`src/rtl/nco_pkg.sv`:
```
package nco_pkg;
  typedef enum logic {
    SYNC_FROM_PIN = 1'b0,
    SYNC_FROM_REG = 1'b1
  } sync_src_e;

  function automatic int unsigned idx_width(input int unsigned n);
    return (n > 1) ? $clog2(n) : 1;
  endfunction
endpackage

```
`src/rtl/nco_fcw_bank.sv`:
```
module nco_fcw_bank #(
  parameter int unsigned FCW_W  = 32,
  parameter int unsigned BYTE_W = 8,
  parameter int unsigned IDX_W  = 2
) (
  input  logic              clk,
  input  logic              rst_n,
  input  logic              wr_en,
  input  logic [IDX_W-1:0]  wr_idx,
  input  logic [BYTE_W-1:0] wr_byte,
  input  logic              load,
  output logic [FCW_W-1:0]  active_o
);
  localparam int unsigned NBYTES = FCW_W / BYTE_W;

  logic [FCW_W-1:0] staged_q;
  logic [FCW_W-1:0] active_q, active_nx;

  for (genvar g = 0; g < NBYTES; g++) begin : g_lane
    logic [BYTE_W-1:0] lane_nx;
    always_comb begin
      lane_nx = staged_q[g*BYTE_W +: BYTE_W];
      if (wr_en && (wr_idx == IDX_W'(g))) lane_nx = wr_byte;
    end
    always_ff @(posedge clk or negedge rst_n) begin
      if (!rst_n) staged_q[g*BYTE_W +: BYTE_W] <= '0;
      else        staged_q[g*BYTE_W +: BYTE_W] <= lane_nx;
    end
  end

  always_comb begin
    active_nx = active_q;
    if (load) active_nx = staged_q;
  end

  always_ff @(posedge clk or negedge rst_n) begin
    if (!rst_n) active_q <= '0;
    else        active_q <= active_nx;
  end

  assign active_o = active_q;
endmodule

```
`src/rtl/nco_event_ctl.sv`:
```
module nco_event_ctl
  import nco_pkg::*;
#(
  parameter int unsigned SYNC_STAGES = 2
) (
  input  logic clk,
  input  logic rst_n,
  input  logic restart_lvl,
  input  logic src_sel,
  input  logic reg_sync_lvl,
  input  logic pin_sync_en,
  input  logic pin_async,
  output logic restart_o,
  output logic sync_o,
  output logic pwrdn_o
);
  logic [SYNC_STAGES-1:0] pin_pipe_q, pin_pipe_nx;
  logic                   restart_q, restart_nx;
  logic                   sel_q, sel_nx;
  logic                   pin_lvl;
  logic                   sel_lvl;

  always_comb begin
    pin_pipe_nx = {pin_pipe_q[SYNC_STAGES-2:0], pin_async};
  end

  assign pin_lvl = pin_pipe_q[SYNC_STAGES-1];

  always_comb begin
    if (sync_src_e'(src_sel) == SYNC_FROM_REG) sel_lvl = reg_sync_lvl;
    else                                       sel_lvl = pin_sync_en & pin_lvl;
  end

  always_comb begin
    restart_nx = restart_lvl;
    sel_nx     = sel_lvl;
  end

  always_ff @(posedge clk or negedge rst_n) begin
    if (!rst_n) begin
      pin_pipe_q <= '0;
      restart_q  <= 1'b0;
      sel_q      <= 1'b0;
    end else begin
      pin_pipe_q <= pin_pipe_nx;
      restart_q  <= restart_nx;
      sel_q      <= sel_nx;
    end
  end

  assign restart_o = restart_lvl ^ restart_q;
  assign sync_o    = sel_lvl & ~sel_q;
  assign pwrdn_o   = ~pin_sync_en & pin_lvl;
endmodule

```
`src/rtl/nco_phase_acc.sv`:
```
module nco_phase_acc #(
  parameter int unsigned FCW_W = 32
) (
  input  logic             clk,
  input  logic             rst_n,
  input  logic             step_en,
  input  logic             clear,
  input  logic [FCW_W-1:0] inc,
  output logic [FCW_W-1:0] phase_o,
  output logic             vld_o
);
  logic [FCW_W-1:0] phase_q, phase_nx;
  logic             vld_q, vld_nx;

  always_comb begin
    phase_nx = phase_q;
    if (clear)        phase_nx = '0;
    else if (step_en) phase_nx = phase_q + inc;
    vld_nx = clear | step_en;
  end

  always_ff @(posedge clk or negedge rst_n) begin
    if (!rst_n) begin
      phase_q <= '0;
      vld_q   <= 1'b0;
    end else begin
      phase_q <= phase_nx;
      vld_q   <= vld_nx;
    end
  end

  assign phase_o = phase_q;
  assign vld_o   = vld_q;
endmodule

```
`src/rtl/nco_phase_gen.sv`:
```
module nco_phase_gen
  import nco_pkg::*;
#(
  parameter int unsigned FCW_W       = 32,
  parameter int unsigned BYTE_W      = 8,
  parameter int unsigned SYNC_STAGES = 2
) (
  input  logic                                     clk,
  input  logic                                     rst_n,
  input  logic                                     smp_en,
  input  logic                                     fw_wr,
  input  logic [idx_width(FCW_W/BYTE_W)-1:0]       fw_idx,
  input  logic [BYTE_W-1:0]                        fw_byte,
  input  logic                                     restart_ctl,
  input  logic                                     sync_src_sel,
  input  logic                                     sync_reg_lvl,
  input  logic                                     pin_is_sync,
  input  logic                                     sync_pin,
  output logic [FCW_W-1:0]                         phase_out,
  output logic                                     phase_vld,
  output logic                                     pin_pwrdn
);
  localparam int unsigned IDX_W = idx_width(FCW_W / BYTE_W);

  logic [1:0]       rst_pipe_q;
  logic             rst_core_n;
  logic             restart_evt;
  logic             sync_evt;
  logic [FCW_W-1:0] active_fcw;

  always_ff @(posedge clk or negedge rst_n) begin
    if (!rst_n) rst_pipe_q <= 2'b00;
    else        rst_pipe_q <= {rst_pipe_q[0], 1'b1};
  end
  assign rst_core_n = rst_pipe_q[1];

  nco_event_ctl #(.SYNC_STAGES(SYNC_STAGES)) u_evt (
    .clk         (clk),
    .rst_n       (rst_core_n),
    .restart_lvl (restart_ctl),
    .src_sel     (sync_src_sel),
    .reg_sync_lvl(sync_reg_lvl),
    .pin_sync_en (pin_is_sync),
    .pin_async   (sync_pin),
    .restart_o   (restart_evt),
    .sync_o      (sync_evt),
    .pwrdn_o     (pin_pwrdn)
  );

  nco_fcw_bank #(.FCW_W(FCW_W), .BYTE_W(BYTE_W), .IDX_W(IDX_W)) u_fcw (
    .clk     (clk),
    .rst_n   (rst_core_n),
    .wr_en   (fw_wr),
    .wr_idx  (fw_idx),
    .wr_byte (fw_byte),
    .load    (restart_evt),
    .active_o(active_fcw)
  );

  nco_phase_acc #(.FCW_W(FCW_W)) u_acc (
    .clk    (clk),
    .rst_n  (rst_core_n),
    .step_en(smp_en),
    .clear  (restart_evt | sync_evt),
    .inc    (active_fcw),
    .phase_o(phase_out),
    .vld_o  (phase_vld)
  );
endmodule

```
`config.mk`:
```
export PLATFORM = sky130hd
export DESIGN_NAME = nco_phase_gen
export DESIGN_NICKNAME = d
export VERILOG_FILES = /design/src/rtl/nco_pkg.sv /design/src/rtl/nco_fcw_bank.sv /design/src/rtl/nco_event_ctl.sv /design/src/rtl/nco_phase_acc.sv /design/src/rtl/nco_phase_gen.sv
export SDC_FILE = /design/constraint.sdc
export NUM_CORES = 1
export LEC_CHECK = 0
export BUFFER_PORTS_ARGS = -buffer_cell sky130_fd_sc_hd__buf_2
export CAP_MARGIN = 20
export CORE_ASPECT_RATIO = 1.5
export CORE_MARGIN = 10
export CORE_UTILIZATION = 44
export CTS_BUF_LIST = sky130_fd_sc_hd__clkbuf_4
export DETAILED_ROUTE_END_ITERATION = 6
export GPL_TIMING_DRIVEN = 0
export REMOVE_ABC_BUFFERS = 1
export SYNTH_ARGS = -nofsm -noshare
export SYNTH_HDL_FRONTEND = slang
export SYNTH_HIERARCHICAL = 1
export SYNTH_SLANG_ARGS = --single-unit
```
`constraint.sdc`:
```
create_clock -name clk -period 3.4 [get_ports clk]
set_clock_uncertainty 0.1 [all_clocks]
set_input_delay 0.17 -clock clk [delete_from_list [all_inputs] [get_ports clk]]
set_output_delay 0.17 -clock clk [all_outputs]
set_load 0.005 [all_outputs]
```
==> results of run 1 <==
-- sequential cells by signal (all words and copies together), names as in the netlist --
name and cells:
rst_pipe_q 2, u_evt/restart_q 1, u_acc/vld_o 1, u_evt/pin_pipe_q 2, u_acc/phase_o 32, u_fcw/staged_q 32, u_fcw/active_o 32, u_evt/sel_q 1
-- cells in the mapped netlist, types with 8 or more instances --
| master | count |
|---|---|
| ha_1 | 31 |
| nor2_1 | 33 |
| a21o_1 | 13 |
| inv_1 | 9 |
| nand3_1 | 8 |
| o21ai_0 | 13 |
| xor2_1 | 12 |
| dfrtp_1 | 103 |
| mux2i_1 | 15 |
| clkbuf_1 | 10 |
| nand2_1 | 24 |
| a211oi_1 | 8 |
| a21oi_1 | 25 |
| mux2_2 | 62 |
| a22o_1 | 12 |
| xnor2_1 | 17 |
-- logic make-up after synthesis --
family,count (synthesis),share of synthesized area (%)
AO/OA/AOI/OAI,114,14.61
AND/OR/NAND/NOR,105,9.791
flip-flops,103,45.74
multiplexers,80,15.65
adder cells (fa/ha/maj),32,7.238
XOR/XNOR,29,4.507
buffers and inverters,29,2.398
other,1,0.06654
-- repair_timing --
item                                   4_1_cts  5_1_grt
hold buffers                                15        0
setup buffers                                0        0
endpoints found under the hold margin       37        0
-- critical path: stages, from the launching register on --
cell	delay [ns]
dfrtp_1	0.44
ha_1	0.40
a21oi_1	0.25
o21ai_1	0.15
a2111oi_0	0.43
nand3_1	0.21
a32oi_1	0.46
o31ai_1	0.15
xor2_1	0.16
a22o_1	0.20
-- routing by layer --
metal  up-vias  part of all wire, %  wire length [um]
met2        59                   54              7104
met1      1965                   41              5374
li1       1942                    -                 -
met3        11                  3.4               439
met4         0                  1.2               156
met5         -                    0                 0
-- where the power goes --
group | leakage [nW] | switching (mW) | internal [mW]
clock network | 0.0672 | 0.424 | 0.163
logic | 1.71 | 1.01 | 0.878
registers | 1.27 | 0.204 | 1.50
-- final cells by class --
type | instances | area (um^2) | area share, %
flip-flops and latches | 103 | 2581 | 40.72
repair buffers | 69 | 465.4 | 7.343
multi-input cells | 361 | 2942 | 46.41
clock buffers | 10 | 75.07 | 1.184
inverters | 9 | 33.78 | 0.5330
clock inverters | 6 | 43.79 | 0.6909
well taps | 156 | 195.2 | 3.079
diodes | 1 | 2.502 | 0.03948
-- final timing paths --
path | slack, ns | startpoint | to
setup / recovery | 0.34 | u_acc/phase_o[17]$_DFFE_PN0P_ | u_acc/phase_o[26]$_DFFE_PN0P_
hold / removal | 0.09 | fw_idx[0] | u_fcw/staged_q[1]$_DFFE_PN0P_
setup reg to reg | 0.34 | u_acc/phase_o[17]$_DFFE_PN0P_ | u_acc/phase_o[26]$_DFFE_PN0P_
hold reg to reg | 0.26 | rst_pipe_q[1]$_DFF_PN0_ | u_evt/pin_pipe_q[1]$_DFF_PN0_
max in group asynchronous | 2.24 | rst_pipe_q[1]$_DFF_PN0_ | u_acc/phase_o[19]$_DFFE_PN0P_
min in group asynchronous | 0.26 | rst_pipe_q[1]$_DFF_PN0_ | u_evt/pin_pipe_q[1]$_DFF_PN0_
-- stage by stage --
step / power (mW) / hold slack [ns] / util (%) / area [um^2]
after floorplan: 3.090 / -0.2256 / - / 5534
after CTS: 4.233 / 0.05853 / 50.64 / 6336
final: 4.185 / 0.08784 / 50.66 / 6339
after detailed placement: 3.613 / -0.1427 / 48.49 / 6067
after global routing: 4.509 / 0.05989 / 50.66 / 6339
after global placement: 3.566 / -0.1451 / 47.87 / 5989
==> summary.md, run 1 <==
| Metric | Value |
|---|---|
| Largest net degree at the start of global routing | 59 |
| Arrival @ worst endpoint | ~3.3 ns |
| Clk slew on worst S/H paths | 0.17 ns |
| Row cnt | 50 |
| Unrepaired setup endpoints after global routing | no |
| Fin nets | approximately 600 |
| Fin Setup TNS | 0 ns |
| Register area share after synthesis | 45.74% |
| TritonCTS clock tree | built |
| Final setup margin | roughly 0.34 ns |
| Vias in the first global route | 4155 |
| Max Slew Vio Count | 0 |
| Startpoint Class | register |
| First-pass GRT wire length | 21180 um |
| Top_reg_cell synth | dfrtp_1 |
| Hold depth | 3 |
| Die area | about 18000 um^2 |
| Number of flops mapped to enable cells by yosys | 0 |
| Overflow after GRT | 0 |
| Slew @ Worst Pin | approximately 1.0 ns |
| Final period util | between 80% and 90% |
| Routed vias/inst | 5.562 |
| Most frequent cells in the layout | dfrtp_1, mux2_2, buf_2 |
| Met3 Resource Use GR | 2.750% |
| Initial DRC count | between 150 and 200 |
| Synthesized instance count | approximately 490 |
| Clock Tree Buf Depth | 2 |
| Clk_lat worst skew | about 0.46 ns |
| # Max-Cap Violations | 0 |
| Fin cells | ~720 |
| Crit path max fanout | 8 |
| Leakage power | roughly 3.1 nW |
| CP Capture Type | register |
| DPL Wire Length | approximately 9800 um |
| Total Routing Usage GR | around 15% |
| Area growth syn-to-layout | 12.48% |
| Syn. warnings | 6 |
| Yosys top cell by area | dfrtp_1 |
| Slew margin rel. | around a third |
| H-tree depth | 3 |
| Chip width | between 100 and 150 um |
| Residual DRC | 0 |
| Final setup fails | 0 |
| Commonest non-fill, non-tap cell in the layout | dfrtp_1 |
| Global route hottest layer | met2 |
| Core Region | between 10000 and 15000 um^2 |
| Synth Register Bits | between 100 and 150 |
| Clk sink count | 103 |
| HP Class | input pin to register |
| TritonRoute pass-1 iters | 4 |
| Final Hold Fails | 0 |
| Dominant cells by area after synthesis | dfrtp_1, mux2_2, ha_1 |
| CTS resizes | 0 |
| Met2 Usage GRT | roughly 28% |
| GR met1 Demand/Resource | between 10% and 20% |
| Antenna violations before repair | 1 |
| Share of post-route cells with drive strength above 1 | 26.88% |
| # port buffers | 52 |
| Fmax | between 300 and 400 MHz |
| Setup WS pre-CTS | around 0.34 ns |
| Synth top area share | 45.74% |
| Worst r2r path cells | 9 |
| CTS root buffer | clkbuf_4 |
| Synth unique cells | 70 |
| Initial Util | a little under half |
| CP Class | register to register |
| DR WL/cell | approximately 18 um |
| DRT Wirelength | approximately 13000 um |
| Routability cong. | between 0.8 and 0.9 |
| Mean post-synth cell area | 11.43 um^2 |
| Outcome | complete, no violations |
| Filler instances | about 1200 |
| Height of the chip | about 160 um |
| Num CTS Buffers | 9 |
| Critical Path RT | 3.66 ns |
| Minimum clock period | approximately 3 ns |
| PwrDens | ~660 nW/um^2 |
| Synthesized area | ~5600 um^2 |
| Placed Cells incl. Taps | between 600 and 700 |
| IR drop worst, VDD | 0.3166 mV |
| Final ANT Viol Nets | 0 |
| Ys async rst share | 100.0% |
| I/O pins | 53 |
| Total number of vias | around 4000 |
(Power assumes the default switching activity.)
==> inputs of run 2 (changes only) <==
GPL_TIMING_DRIVEN = unset   (was 0)
RECOVER_POWER = 100   (was unset)
clock period = 2.7 ns   (was 3.4 ns; I/O delays follow)
==> run 2 against run 1 <==
Against the previous run: the flow now finishes with violations (capacitance limit, slew limit, setup timing); routed wire length is 11% higher; critical path type unchanged; clock power increased by 40%; worst hold slack got worse by 0.035 ns; first-iteration DRC count down 30%; highest routed layer unchanged; core utilization grew 6.5 points; die area unchanged; critical path depth stayed put; fmax up 13%; final area up 13%.
==> summary.md, run 2 (same netlist as run 1, synthesis figures left out) <==
| Metric | Value |
|---|---|
| Outcome | finished, violations left |
| Failing checks | capacitance limit, slew limit, setup timing |
| PwrDens | around 860 nW/um^2 |
| CP cell instances | ha_4 -> and4_4 -> and3_4 -> or3b_4 -> o22ai_2 -> nor2_2 -> o31a_1 -> o211ai_1 -> mux2_1 |
| Arrival @ worst endpoint | between 2 and 3 ns |
| Crit path max fanout | 6 |
| Routed vias/inst | around 5.5 |
| Clk_lat worst skew | ~0.46 ns |
| Met1 Wirelength | 5925 um |
| Final ANT Viol Nets | 0 |
| Startpoint Class | register |
| CP max stage delay | between 0.4 and 0.5 ns |
| Residual DRC | 0 |
| Die area | 17830 um^2 |
| CP Capture Type | register |
| TritonRoute pass-1 iters | 4 |
| Final setup margin | -0.01453 ns |
| Fin Setup TNS | -0.01453 ns |
| Height of the chip | around 160 um |
| TritonCTS clock tree | built |
| Num CTS Buffers | 9 |
| Max Used Layer | met4 |
| Final period util | 100.5% |
| Core Region | 12510 um^2 |
| Filler instances | about 1200 |
| CTS root buffer | clkbuf_4 |
| Critical Path RT | 2.97 ns |
| Clk sink count | a little over 100 |
| Antenna violations before repair | 1 |
| Row cnt | 50 |
| WL met3 | 384 um |
| Initial Util | between 40% and 50% |
| Largest net degree at the start of global routing | 52 |
| Leakage power | around 3.4 nW |
| Total Routing Usage GR | between 10% and 20% |
| # Max-Cap Violations | 1 |
| Clock Tree Buf Depth | 2 |
| Overflow after GRT | 0 |
| IR drop worst, VDD | approximately 0.47 mV |
| DR WL/cell | 18.26 um |
| Area growth syn-to-layout | 26.95% |
| DPL Wire Length | roughly 11000 um |
| Max Slew Vio Count | approximately 50 |
| Minimum clock period | approximately 2.7 ns |
| Slew margin rel. | -40.14% |
| HP Class | input pin to register |
| DRT Wirelength | between 10000 and 15000 um |
| Share of post-route cells with drive strength above 1 | between 30% and 40% |
| First-pass GRT wire length | roughly 24000 um |
| Most frequent cells in the layout | dfrtp_1, mux2_2, buf_4 |
| I/O pins | 53 |
| Fin nets | 686 |
| Max stage delay cell, worst path | dfrtp_1 |
| Fmax | about 370 MHz |
| Final Hold Fails | 0 |
| Slew @ Worst Pin | about 2.1 ns |
| # port buffers | between 50 and 60 |
| Final core utilization | 57.18% |
| Hold_ws | about 0.053 ns |
| Commonest non-fill, non-tap cell in the layout | dfrtp_1 |
| Chip width | between 100 and 150 um |
| Setup WS pre-CTS | -0.1889 ns |
| H-tree depth | 3 |
| Vias in the first global route | around 4600 |
| Total number of vias | 4375 |
| Clk slew on worst S/H paths | 0.17 ns |
| Initial DRC count | about 120 |
| Routed wl met2 | 7806 um |
| Routability cong. | slightly below 0.9 |
| Unrepaired setup endpoints after global routing | yes |
| CP Class | register to register |
| Final setup fails | 1 |
-- run 2: cell count changes in the layout (fill, tap and decap cells not counted), sizes merged --
cell | previous run | this run
clkinv | 3 | 4
bufinv | 0 | 1
dlygate4sd3 | 15 | 16
buf | 54 | 92
clkinvlp | 1 | 0
clkbuf | 10 | 52
-- run 2: final timing paths --
path / endpoint / startpoint / slack [ns] / cells past startpoint
max in group asynchronous: u_fcw/staged_q[7]$_DFFE_PN0P_ / rst_pipe_q[1]$_DFF_PN0_ / 0.42 / 1
min reg2reg: u_evt/pin_pipe_q[1]$_DFF_PN0_ / u_evt/pin_pipe_q[0]$_DFF_PN0_ / 0.27 / 0
max reg2reg: u_acc/phase_o[31]$_DFFE_PN0P_ / u_fcw/active_o[15]$_DFFE_PN0P_ / -0.01 / 9
min: u_fcw/staged_q[29]$_DFFE_PN0P_ / fw_idx[0] / 0.05 / 3
max: u_acc/phase_o[31]$_DFFE_PN0P_ / u_fcw/active_o[15]$_DFFE_PN0P_ / -0.01 / 9
min in group asynchronous: rst_pipe_q[0]$_DFF_PN0_ / rst_n / 0.40 / 3
-- run 2: area by class of cell --
| class | instances | area [um^2] | share of cell area [%] |
|---|---|---|---|
| multi-input combinational | 361 | 3208 | 44.84 |
| sequential | 103 | 2577 | 36.03 |
| clock inverter | 7 | 71.32 | 0.9969 |
| antenna | 1 | 2.502 | 0.03498 |
| timing repair buffer | 151 | 998.5 | 13.96 |
| clock buffer | 9 | 67.56 | 0.9444 |
| inverter | 9 | 33.78 | 0.4722 |
| tap | 156 | 195.2 | 2.728 |
-- run 2: per-stage QoR --
| stage | total power [mW] | cell area (um^2) | cells |
|---|---|---|---|
| 6_report | 6.178 | 7154 | 797 |
| 5_1_grt | 6.642 | 7154 | 797 |
| 4_1_cts | 6.046 | 7002 | 787 |
| 3_5_place_dp | 5.041 | 6558 | 752 |
| 3_3_place_gp | 5.001 | 6558 | 752 |
| 2_1_floorplan | 3.892 | 5534 | 473 |
-- run 2: worst max-delay path, delay by kind of cell (launching register included) --
kind	cells	cell delay (ns)
DFF	1	0.44
muxes	1	0.34
adders and majority gates	1	0.31
AOI/OAI and AO/OA	3	0.57
and+or+nand+nor	4	0.86
-- run 2: report_power, final --
part | internal, mW | switching (mW) | total, mW | leakage, nW
clock network | 0.287 | 0.537 | 0.824 | 0.0773
registers | 1.89 | 0.288 | 2.18 | 1.27
logic | 1.64 | 1.54 | 3.18 | 2.03
total | 3.81 | 2.36 | 6.18 | 3.38
-- run 2: routing by layer --
metal  global-route usage (%)  vias up
met2                    30.35       64
li1                         -     2104
met3                    2.298       23
met4                    7.758        0
met1                    18.20     2184
met5                        0        -
-- run 2: timing repair --
| item | CTS | global route |
|---|---|---|
| gates resized for setup | 22 | 30 |
| hold endpoints to repair | 39 | 0 |
| hold buffers | 16 | 0 |
| cloned | 0 | 0 |
| pin swaps | 10 | 20 |
| setup buffers | 3 | 9 |
| setup endpoints to repair | 8 | 12 |
